<file path="config.mk">
export PLATFORM = sky130hd
export DESIGN_NAME = owm_bit_engine
export DESIGN_NICKNAME = d
export VERILOG_FILES = /design/src/rtl/owm_pkg.sv /design/src/rtl/owm_sync.sv /design/src/rtl/owm_prescaler.sv /design/src/rtl/owm_bit_engine.sv
export SDC_FILE = /design/constraint.sdc
export NUM_CORES = 1
export LEC_CHECK = 0
export ABC_AREA = 1
export BUFFER_PORTS_ARGS = -buffer_cell sky130_fd_sc_hd__buf_2
export CAP_MARGIN = 10
export CORE_MARGIN = 1
export CORE_UTILIZATION = 50
export CTS_CLUSTER_DIAMETER = 80
export DETAILED_ROUTE_END_ITERATION = 16
export HOLD_SLACK_MARGIN = 0.08
export PLACE_DENSITY_LB_ADDON = 0.08
export SLEW_MARGIN = 5
export SYNTH_ARGS = -nofsm -noshare
export SYNTH_HDL_FRONTEND = slang
export SYNTH_SLANG_ARGS = --single-unit
</file>
<file path="constraint.sdc">
create_clock -name clk -period 4.3 [get_ports clk]
set_input_delay 0.43 -clock clk [delete_from_list [all_inputs] [get_ports clk]]
set_output_delay 0.43 -clock clk [all_outputs]
set_load 0.02 [all_outputs]
</file>
<file path="src/rtl/owm_pkg.sv">
package owm_pkg;
   // Command codes carried on req_op
   typedef enum logic [1:0] {
      OWM_RESET = 2'b00,
      OWM_WR0   = 2'b01,
      OWM_WR1   = 2'b10,
      OWM_READ  = 2'b11
   } owm_op_e;
endpackage

</file>
<file path="src/rtl/owm_sync.sv">
module owm_sync #(
   parameter int STAGES    = 2,
   parameter bit IDLE_LEVEL = 1'b1
) (
   input  logic clk,
   input  logic rst,
   input  logic d,
   output logic q
);
   if (STAGES < 2) begin : g_bad_stages
      $error("owm_sync: STAGES must be at least 2");
   end

   logic [STAGES-1:0] chain_q;

   always_ff @(posedge clk) begin
      if (rst) begin
         chain_q <= {STAGES{IDLE_LEVEL}};
      end else begin
         chain_q <= {chain_q[STAGES-2:0], d};
      end
   end

   assign q = chain_q[STAGES-1];
endmodule

</file>
<file path="src/rtl/owm_prescaler.sv">
module owm_prescaler #(
   parameter int DIV = 4
) (
   input  logic clk,
   input  logic rst,
   input  logic restart,
   output logic tick
);
   if (DIV < 1) begin : g_bad_div
      $error("owm_prescaler: DIV must be at least 1");
   end

   localparam int W = (DIV > 1) ? $clog2(DIV) : 1;

   logic [W-1:0] cnt_q;

   assign tick = (cnt_q == W'(DIV - 1));

   always_ff @(posedge clk) begin
      if (rst || restart) begin
         cnt_q <= '0;
      end else if (tick) begin
         cnt_q <= '0;
      end else begin
         cnt_q <= cnt_q + W'(1);
      end
   end
endmodule

</file>
<file path="src/rtl/owm_bit_engine.sv">
module owm_bit_engine
   import owm_pkg::*;
#(
   parameter int CLK_PER_US  = 4,
   parameter int SYNC_STAGES = 2,
   parameter int T_RST_LOW   = 480,
   parameter int T_RST_REL   = 480,
   parameter int T_PRES_MIN  = 15,
   parameter int T_PRES_MAX  = 240,
   parameter int T_LONG_LOW  = 60,
   parameter int T_SHORT_LOW = 1,
   parameter int T_RECOV     = 1,
   parameter int T_SAMPLE    = 15
) (
   input  logic       clk,
   input  logic       rst,
   input  logic       req_valid,
   input  logic [1:0] req_op,
   output logic       ready,
   output logic       done,
   output logic       rsp_bit,
   output logic       bus_pull_low,
   input  logic       bus_in
);
   localparam int SLOT_US = T_LONG_LOW + T_RECOV;
   localparam int RST_US  = T_RST_LOW + T_RST_REL;
   localparam int MAX_US  = (RST_US > SLOT_US) ? RST_US : SLOT_US;
   localparam int CW      = $clog2(MAX_US + 1);

   if (T_SAMPLE <= T_SHORT_LOW || T_SAMPLE >= SLOT_US) begin : g_bad_sample
      $error("owm_bit_engine: read sample point must fall after the short low and inside the slot");
   end
   if (T_PRES_MIN >= T_PRES_MAX || T_PRES_MAX > T_RST_REL) begin : g_bad_presence
      $error("owm_bit_engine: presence window must be ordered and inside the release phase");
   end
   if (T_SHORT_LOW < 1 || T_RECOV < 1 || T_LONG_LOW <= T_SHORT_LOW) begin : g_bad_slot
      $error("owm_bit_engine: slot low times and recovery must be positive and ordered");
   end

   logic          busy_q;
   owm_op_e       op_q;
   logic [CW-1:0] el_q;
   logic          done_q;
   logic          rsp_q;
   logic          tick;
   logic          line_s;
   logic          accept;
   logic          last_us;
   logic [CW-1:0] low_len;
   logic [CW-1:0] total_len;

   owm_sync #(.STAGES(SYNC_STAGES), .IDLE_LEVEL(1'b1)) u_sync (
      .clk (clk),
      .rst (rst),
      .d   (bus_in),
      .q   (line_s)
   );

   owm_prescaler #(.DIV(CLK_PER_US)) u_presc (
      .clk     (clk),
      .rst     (rst),
      .restart (accept),
      .tick    (tick)
   );

   assign accept = req_valid && !busy_q;

   always_comb begin
      case (op_q)
         OWM_RESET: begin
            low_len   = CW'(T_RST_LOW);
            total_len = CW'(RST_US);
         end
         OWM_WR0: begin
            low_len   = CW'(T_LONG_LOW);
            total_len = CW'(SLOT_US);
         end
         default: begin
            low_len   = CW'(T_SHORT_LOW);
            total_len = CW'(SLOT_US);
         end
      endcase
   end

   assign last_us = busy_q && tick && (el_q == total_len - CW'(1));

   always_ff @(posedge clk) begin
      if (rst) begin
         busy_q <= 1'b0;
         op_q   <= OWM_RESET;
         el_q   <= '0;
         done_q <= 1'b0;
         rsp_q  <= 1'b0;
      end else begin
         done_q <= last_us;
         if (accept) begin
            busy_q <= 1'b1;
            op_q   <= owm_op_e'(req_op);
            el_q   <= '0;
            rsp_q  <= 1'b0;
         end else if (busy_q) begin
            if (tick) el_q <= el_q + CW'(1);
            if (last_us) busy_q <= 1'b0;
            // one sample at the read point; R5: any low inside the window
            if (op_q == OWM_READ && tick && el_q == CW'(T_SAMPLE - 1)) begin
               rsp_q <= line_s;
            end
            if (op_q == OWM_RESET && !line_s &&
                el_q >= CW'(T_RST_LOW + T_PRES_MIN) &&
                el_q <  CW'(T_RST_LOW + T_PRES_MAX)) begin
               rsp_q <= 1'b1;
            end
         end
      end
   end

   assign ready        = !busy_q;
   assign done         = done_q;
   assign rsp_bit      = rsp_q;
   assign bus_pull_low = busy_q && (el_q < low_len);

   // a low pull only ever begins right after an accepted request
   a_r10_pull_starts_at_accept: assert property (@(posedge clk) disable iff (rst)
      $rose(bus_pull_low) |-> $past(accept));

   // the latched command cannot change while a slot is running
   a_r3_op_held: assert property (@(posedge clk) disable iff (rst)
      (busy_q && $past(busy_q)) |-> $stable(op_q));

   // an accepted request always starts a busy period
   a_r2_accept_busy: assert property (@(posedge clk) disable iff (rst)
      accept |=> !ready);

   // done is a lone pulse that closes a busy period
   a_r9_done_single: assert property (@(posedge clk) disable iff (rst)
      done |=> !done);
   a_r9_done_after_busy: assert property (@(posedge clk) disable iff (rst)
      done |-> (ready && $past(busy_q)));

   // result is frozen while idle
   a_r9_rsp_idle_stable: assert property (@(posedge clk) disable iff (rst)
      (ready && $past(ready)) |-> $stable(rsp_bit));

   // elapsed time never runs past the slot length
   a_r4_elapsed_bounded: assert property (@(posedge clk) disable iff (rst)
      busy_q |-> (el_q < total_len));
endmodule

</file>
Word-level counts from Yosys, hierarchy flattened
Cells that the tools add are included.

operators by class
  muxes and demuxes = 7
  $add $sub $neg = 3
  equal/unequal tests = 5
  order comparisons = 3
  reduce and logical (&&, ||, !) cells = 18

operators with widths
  operator                                                                 number
  9-bit one-hot mux with 2 select lines                                    1
  10-bit by 1-bit adder with 10-bit output (second input constant)         1
  10-bit == test                                                           1
  10-bit by 4-bit == test with 1-bit output (second input constant)        1
  10-bit by 9-bit >= comparator with 1-bit output (second input constant)  1
  10-bit less-than comparator                                              1
  10-bit less-than comparator (second input constant)                      1
  10-bit two-way mux                                                       1
  10-bit by 1-bit subtractor with 10-bit output (second input constant)    1
  1-bit logical AND                                                        9
  1-bit two-way mux                                                        5
  2-bit == test (second input constant)                                    2
  2-bit AND reduction                                                      2
  2-bit OR reduction                                                       2
  2-bit by 1-bit adder with 2-bit output (second input constant)           1
  2-bit by 1-bit == test with 1-bit output (second input constant)         1
  1-bit logical NOT                                                        2
  2-bit logical NOT                                                        1
  2-bit nonzero test                                                       1
  1-bit logical OR                                                         1

word-level totals
  input bits = 6
  logic and storage cells = 43
  bits in registers = 19

Logic depth before layout (Yosys ltp)
Gate-level depths: netlist of the first run.

  word-level depth = 8
  gate-level depth with buffers = 10
  gate-level depth less buffers = 10

Hierarchy
A second synthesis of the first run with hierarchy kept.

second synthesis, totals
  cells, all modules = 158
  area total of the unflattened synthesis = 1108.6 µm²

modules (own cells, without submodules)
  module          cells each  area an instance (µm²)  seq. area each (µm²)  times used
  owm_bit_engine  142         974.7                   300.3                 1
  owm_prescaler   9           75.1                    40.0                  1
  owm_sync        7           58.8                    40.0                  1

Worst setup path after synthesis of the first run
OpenSTA, ideal clock, no wires.

  kind = flip-flop to output port
  start = register op_q[1]
  end = output bus_pull_low
  cell stages (with the launch flop) = 8
  buffers on the path = 0
  setup slack = 2426 ps
  arrival = 1444 ps
  data required time = 3870 ps
  cells stage by stage = dfxtp_1 > nor2_1 > inv_1 > ha_1 > a21oi_1 > o21a_1 > nand3_1 > nor2_1

on the way
  longest elaborated chain between the ends = 4

ends and longest elaborated chain
  item                                                                                  line                   RTL
  start: declaration                                                                    owm_bit_engine.sv:41   owm_op_e op_q;
  start signal: assignment                                                              owm_bit_engine.sv:98   op_q <= owm_op_e'(req_op);
  2-bit by 1-bit == test with 1-bit output / 2-bit logical NOT (equally long branches)  owm_bit_engine.sv:69   case (op_q)
  9-bit one-hot mux with 2 select lines (*)                                             owm_bit_engine.sv:69
  10-bit less-than comparator (*)                                                       owm_bit_engine.sv:120  assign bus_pull_low = busy_q && (el_q < low_len);
  1-bit logical AND (*)                                                                 owm_bit_engine.sv:120
  end: declaration                                                                      owm_bit_engine.sv:22   output logic bus_pull_low,

Mark *: on every way between the ends. The rest lies on a longest branch, timed or not.

Worst setup path after layout of the first run
Same ends and word-level chain as after synthesis.

==> summary.md, run 1 <==
| Metric | Value |
|---|---|
| Outcome | completed |
| Total Die Area | 2410 µm² |
| Dpl ws | 2.33 ns |
| Slew margin rel. | 0.722 |
| Layout Skew | 0.00402 ns |
| Sequential share of power | 0.592 |
| Hold path endpoint | u_sync.chain_q[0]$_SDFF_PP1_ |
| Resize count post-CTS | 0 |
| GPL Wtd Cong | 0.835 |
| Worst path required time | 3.87 ns |
| Clock Sinks | 19 |
| Setup TNS | 0 ns |
| Initial antenna violation count | 0 |
| Most frequent cells in the layout | nand2_1, nor2_1, dfxtp_1, inv_1, a21oi_1 |
| CTS H-tree depth | 1 |
| Root Driver | clkbuf_4 |
| Yosys reg bits | 19 |
| PortBufs | 9 |
| CTS Hold Bufs | 0 |
| YS warnings | 0 |
| Fin. max-slew vios | 0 |
| Area Overhead vs Synth | 9.27% |
| CP dominant cell by count | nor2_1 |
| Postcts setup bufs | 0 |
| Die Ht | 49.1 µm |
| TritonCTS clock tree | built |
| Reg2reg setup slack | 2.72 ns |
| Most common cell after layout, fill and taps aside | nand2_1 |
| I/O Pins | 10 |
| Synth unique cells | 30 |
| WL per Instance | 12.0 µm |
| Clk network pwr share | 0.299 |
| Finished Cell Area | 1210 µm² |
| Hold depth | 2 |
| Startpoint Class | flop |
| Endpoint class of the critical path | primary output |
| Residual DRC count | 0 |
| Total global-route track usage | 0.211 |
| Clock transition at path regs | 0.11 ns |
| Worst-Skew Late Latency | 0.30 ns |
| Seq/Total Area, Yosys | 0.344 |
| Core area | 2020 µm² |
| Fin worst setup slack | 1.99 ns |
| Reg-to-reg critical path endpoint | el_q[8]$_SDFFE_PP0P_ |
| LEAKAGE | 0.518 nW |
| Post-Synthesis Cells | 148 |
| Crit Path Class | reg -> out |
| Antenna Violating Nets Remaining | 0 |
| Buf/Inv on CP | 2 |
| Layout cell share with drive strength beyond 1 | 0.194 |
| Cells on worst reg2reg path | 8 |
| Sw Ratio | 0.269 |
| Slowest CP cell | dfxtp_1 |
| First-pass detailed-route iteration total | 4 |
| # setup viols final | 0 |
| Placed wire-length estimate | 1770 µm |
| Hold WC Path Type | in -> reg |
| Finished Core Util | 0.598 |
| Routed WL | 2240 µm |
| Maximum VDD drop | 0.195 mV |
| Crit-path leading delay family | simple AND/OR/NAND/NOR gates |
| Average via count per standard cell | 5.28 |
| RSZ-0062 raised after global routing | false |
| Reg2reg start | el_q[1]$_SDFFE_PP0P_ |
| Cell row count | 16 |
| Vias in the first global route | 868 |
| Top achievable clock speed | 0.433 GHz |
| Worst Tran Pin Value | 0.413 ns |
| Final min period | 2.31 ns |
| Largest net degree at the start of global routing | 12 |
| HP Start | bus_in |
| Worst-path maximum fanout | 4 |
| Internal Pwr Total | 0.000227 W |
| Nets@finish | 177 |
| # diodes | 0 |
| Overflow left after global routing | 0 |
| Max-cap viol count | 0 |
| Chip width | 49.1 µm |
| Global-route wire length before repair | 3900 µm |
| Critical Path Max Stage Delay | 0.35 ns |
| Combinational Power Share | 0.109 |
| CTS Buffer Depth | 2 |
| Synthesized Nets | 164 |
| Crit share post-route | 0.538 |
| Initial Utilization | 0.548 |
| Placed cell areas | 1180 µm² |
| Mean Syn Cell Area | 7.48 µm² |
| Critical path, cell by cell | nor2_1 > inv_1 > ha_1 > nand2_1 > nor2_1 > o311ai_0 > nand3_1 > nor2_1 > buf_2 |
| Via count | 988 |
| CTS Buf Count | 3 |
| Switching pwr | 0.0000836 W |
| Power per cell area | 257 nW/µm² |
| Detailed Route Iter0 Violations | 18 |
| Cell Area, Synth | 1110 µm² |
| Worst hold slack | 0.307 ns |
| Crit path DAT | 1.88 ns |
| Fin. Hold Viols | 0 |
-- worst max path at each step --
stage	from	to	slack, ns	depth (start not counted)
after CTS	op_q[1]$_SDFFE_PP0P_	bus_pull_low	1.99	9
after global routing	op_q[1]$_SDFFE_PP0P_	bus_pull_low	1.84	9
final	op_q[1]$_SDFFE_PP0P_	bus_pull_low	1.99	9
after floorplan	op_q[1]$_SDFFE_PP0P_	bus_pull_low	2.43	7
after global placement	op_q[1]$_SDFFE_PP0P_	bus_pull_low	2.41	8
after detailed placement	op_q[1]$_SDFFE_PP0P_	bus_pull_low	2.33	9
-- layout make-up --
class	count	area [µm²]
clock buffers	3	22.5
clock inverters	1	5.00
multi-input cells	110	654
fillers	209	812
flip-flops and latches	19	380
inverters	18	68.8
well taps	27	33.8
repair buffers	9	45.0
-- cell families after synthesis --
| kind of cell | count (synthesis) | share of synthesized area |
|---|---|---|
| AO/OA/AOI/OAI | 24 | 0.115 |
| XOR/XNOR | 1 | 0.00791 |
| adder cells (fa/ha/maj) | 10 | 0.113 |
| buffers and inverters | 19 | 0.0655 |
| flip-flops | 19 | 0.343 |
| AND/OR/NAND/NOR | 75 | 0.355 |
-- state kept, by name, indices dropped and copies added, names as in the netlist --
name / flops
done: 1
busy_q: 1
u_presc.cnt_q: 2
rsp_bit: 1
el_q: 10
op_q: 2
u_sync.chain_q: 2
-- per-stage QoR --
step	power, W	std cells
after CTS	0.000314	187
after global placement	0.000220	183
after global routing	0.000328	187
after detailed placement	0.000222	183
final	0.000311	187
after floorplan	0.000212	148
-- per-layer routing --
metal | vias up | wire length, µm | global-route usage
li1 | 518 | - | -
met1 | 454 | 1060 | 0.293
met2 | 10 | 1100 | 0.315
met3 | 6 | 44 | 0.0405
met4 | 0 | 39 | 0.0931
met5 | - | 0 | 0
-- synthesized netlist by cell type, drive strengths merged --
cell / count / area share
a21oi: 11 / 0.050
nor4: 2 / 0.017
clkinv: 2 / 0.0079
o21ai: 10 / 0.045
dfxtp: 19 / 0.34
or2: 3 / 0.017
clkbuf: 1 / 0.0034
xor2: 1 / 0.0079
nor3: 5 / 0.023
nand4: 2 / 0.011
ha: 10 / 0.11
nand3b: 2 / 0.014
nand2: 27 / 0.11
o311ai: 1 / 0.0079
nand3: 7 / 0.032
a31oi: 1 / 0.0057
nor3b: 2 / 0.018
nor2: 25 / 0.11
inv: 16 / 0.054
o21a: 1 / 0.0068
-- power groups by stage --
stage / Combinational [W] / Clock, W / Sequential (W)
3_3_place_gp: 0.0000316 / 0 / 0.000188
5_1_grt: 0.0000391 / 0.000104 / 0.000185
2_1_floorplan: 0.0000243 / 0 / 0.000188
4_1_cts: 0.0000339 / 0.0000953 / 0.000184
6_report: 0.0000339 / 0.0000930 / 0.000184
3_5_place_dp: 0.0000339 / 0 / 0.000188
Power figures use the tool's default switching activity.
==> run 2, diff against run 1 <==
Settings changed: ABC_AREA 1 to 0.
Clock period 4.3 ns to 2.4 ns, I/O delays scaled along.
==> run 2 against run 1 <==
Against the previous run:
- via count decreased by 12%
- largest cell class unchanged
- largest power group unchanged
- highest routed layer unchanged
- synthesized cell count down 19%
- power rose by 76%
- first-iteration DRC count shrank 28%
- clock skew about the same
==> summary.md, run 2 <==
| Metric | Value |
|---|---|
| Outcome | completed |
| RSZ-0062 raised after global routing | false |
| Worst hold slack | 0.117 ns (-0.190 ns) |
| Post-synth EDFFs | 0 (unchanged) |
| Postcts setup bufs | 0 (unchanged) |
| Ys flop type | dfxtp_1 |
| Synth unique cells | 39 (+30%) |
| Cells on worst reg2reg path | 6 (-2) |
| Endpoint class of the critical path | primary output |
| Root Driver | clkbuf_4 |
| Placed cell areas | 1120 µm² (-5.1%) |
| Most flops, register | el_q |
| Worst-Skew Late Latency | 0.30 ns (about the same) |
| Buf/Inv on CP | 1 (-1) |
| HP Start | bus_in |
| Reg2reg start | el_q[0]$_SDFFE_PP0P_ |
| Reg2reg setup slack | 0.68 ns (-2.04 ns) |
| Share of the synthesized area in the top cell type | 0.356 (+0.0129) |
| Routed WL | 2150 µm (-4.4%) |
| FF+latch area | 382 µm² (+0.33%) |
| Most common cell after layout, fill and taps aside | dfxtp_1 |
| Detailed Route Iter0 Violations | 13 (-5) |
| Cell row count | 16 (unchanged) |
| Seq/Total Area, Yosys | 0.356 (+0.0129) |
| Core area | 1980 µm² (-2.0%) |
| Finished Cell Area | 1150 µm² (-5.0%) |
| Critical path, cell by cell | or2_2 > ha_1 > a21oi_1 > o21ai_0 > nor4_1 > o21a_1 > buf_2 |
| Most common cell in the netlist | dfxtp_1 |
| Synth area leaders | dfxtp_1, ha_1, nor2_1 |
| Nets@finish | 144 (-19%) |
| PortBufs | 9 (unchanged) |
| Startpoint Class | flop |
| # setup viols final | 0 (unchanged) |
| Largest register FFs | 10 (unchanged) |
| Initial antenna violation count | 0 (unchanged) |
| Crit-path leading delay family | simple AND/OR/NAND/NOR gates |
| Total global-route track usage | 0.205 (-0.00615) |
| Layout cell share with drive strength beyond 1 | 0.181 (-0.0126) |
| Critical Path Max Stage Delay | 0.36 ns (about the same) |
| Clock Sinks | 19 (unchanged) |
| Area leader, netlist | dfxtp_1 |
| Setup TNS | 0 ns (unchanged) |
| Residual DRC count | 0 (unchanged) |
| Area Overhead vs Synth | 7.74% |
| # diodes | 0 (unchanged) |
| Power per cell area | 476 nW/µm² (+85%) |
| Mean Syn Cell Area | 8.89 µm² (+19%) |
| Slew margin rel. | 0.755 (+0.0331) |
| Hold path endpoint | u_sync.chain_q[0]$_SDFF_PP1_ |
| Crit share post-route | 0.950 |
| Yosys reg bits | 19 (unchanged) |
| Final min period | 2.28 ns |
| Most frequent cells in the layout | dfxtp_1, nor2_1, ha_1, buf_2, nand4_1 |
| Worst-path maximum fanout | 7 (+3) |
| Top achievable clock speed | 0.439 GHz |
| CTS Buf Count | 3 (unchanged) |
| First-pass detailed-route iteration total | 4 (unchanged) |
| Chip width | 48.2 µm (-1.8%) |
| Reg-to-reg critical path endpoint | rsp_bit$_SDFFE_PP0P_ |
| YS warnings | 0 (unchanged) |
| Fin. Hold Viols | 0 (unchanged) |
| Antenna Violating Nets Remaining | 0 (unchanged) |
| Most instantiated cells after synthesis | dfxtp_1, nor2_1, ha_1 |
| Vias in the first global route | 695 (-20%) |
| LEAKAGE | 0.442 nW (-15%) |
| Total Die Area | 2320 µm² (-3.5%) |
| Clock transition at path regs | 0.10 ns (about the same) |
| Max-cap viol count | 0 (unchanged) |
| Hold WC Path Type | in -> reg |
| WL per Instance | 13.9 µm (+16%) |
| GPL Wtd Cong | 0.787 (-5.8%) |
| Die Ht | 48.2 µm (-1.8%) |
| Initial Utilization | 0.539 (-0.00914) |
| Synthesized Nets | 136 (-17%) |
| Via count | 874 (-12%) |
| Cell Area, Synth | 1070 µm² (-3.6%) |
| Slowest CP cell | dfxtp_2 |
| CTS H-tree depth | 1 (unchanged) |
| Worst Tran Pin Value | 0.362 ns (-0.0509 ns) |
| Global-route wire length before repair | 3210 µm (-18%) |
| Fill count | 198 (-5.3%) |
| Resize count post-CTS | 0 (unchanged) |
| TritonCTS clock tree | built |
| Average via count per standard cell | 5.68 (+7.4%) |
| Crit Path Class | reg -> out |
| Maximum VDD drop | 0.404 mV (+110%) |
| Largest net degree at the start of global routing | 14 (+2) |
| I/O Pins | 10 (unchanged) |
| Total Power | 0.000547 W (+76%) |
| Overflow left after global routing | 0 (unchanged) |
| CTS Hold Bufs | 0 (unchanged) |
| Hold depth | 2 (unchanged) |
| Fin. max-slew vios | 0 (unchanged) |
| Layout Skew | 0.00358 ns (-0.000436 ns) |
| CTS Buffer Depth | 2 (unchanged) |
| Worst path required time | 2.16 ns (-1.71 ns) |
| Post-synth ARST share | 0 (unchanged) |
| Crit path DAT | 2.04 ns (+0.16 ns) |
| Post-Synthesis Cells | 120 (-19%) |
| Area of the multi-input gates | 648 µm² (-0.96%) |
| Placed wire-length estimate | 1550 µm (-12%) |
## run 2: area by class of cell
cell class              count  area share
multi-input cells          91       0.564
flip-flops and latches     19       0.332
repair buffers              9      0.0392
well taps                  27      0.0294
clock buffers               4      0.0229
inverters                   4      0.0131
## run 2: cells by family (layout without fill, tap and decap cells)
| family | Yosys count | in the layout | synth area share |
|---|---|---|---|
| simple gates | 55 | 55 | 0.306 |
| xor+xnor | 6 | 6 | 0.0492 |
| fa+ha+maj | 10 | 10 | 0.117 |
| compound gates | 18 | 18 | 0.116 |
| buf+inv | 10 | 17 | 0.0363 |
| mux | 2 | 2 | 0.0188 |
| flops | 19 | 19 | 0.356 |
## run 2: worst max path at each step
stage,endpoint,startpoint,slack [ns],depth (start not counted)
2_1_floorplan,bus_pull_low,op_q[1]$_SDFFE_PP0P_,0.59,6
3_3_place_gp,bus_pull_low,op_q[1]$_SDFFE_PP0P_,0.48,7
3_5_place_dp,bus_pull_low,op_q[1]$_SDFFE_PP0P_,0.41,7
4_1_cts,bus_pull_low,op_q[1]$_SDFFE_PP0P_,0.08,7
5_1_grt,bus_pull_low,op_q[1]$_SDFFE_PP0P_,0.01,7
6_report,bus_pull_low,op_q[1]$_SDFFE_PP0P_,0.12,7
## run 2: per-stage QoR
step                utilization  cells  setup slack [ns]
floorplan                     -    120             0.588
global placement          0.566    150             0.476
detailed placement        0.566    150             0.412
CTS                       0.580    154            0.0815
global route              0.580    154            0.0122
finish                    0.580    154             0.121
## run 2: report_power, final
group / internal, W / switching [W]
clock network: 0.0000648 / 0.0000986
registers: 0.000323 / 0.00000753
logic: 0.0000235 / 0.0000295
## run 2: worst register-to-register path: stages, from the launching register on
cell       delay (ns)
dfxtp_1          0.56
inv_1            0.08
ha_1             0.21
and3_1           0.19
a41o_1           0.23
nor3_1           0.25
a2111oi_2        0.08
## run 2: layer usage
metal  vias to the layer above  GRT usage  share of wire
met2                        13      0.333           0.48
met4                         0     0.0833         0.0098
met3                         2     0.0444          0.026
li1                        449          -              -
met5                         -          0              0
met1                       410      0.262           0.49
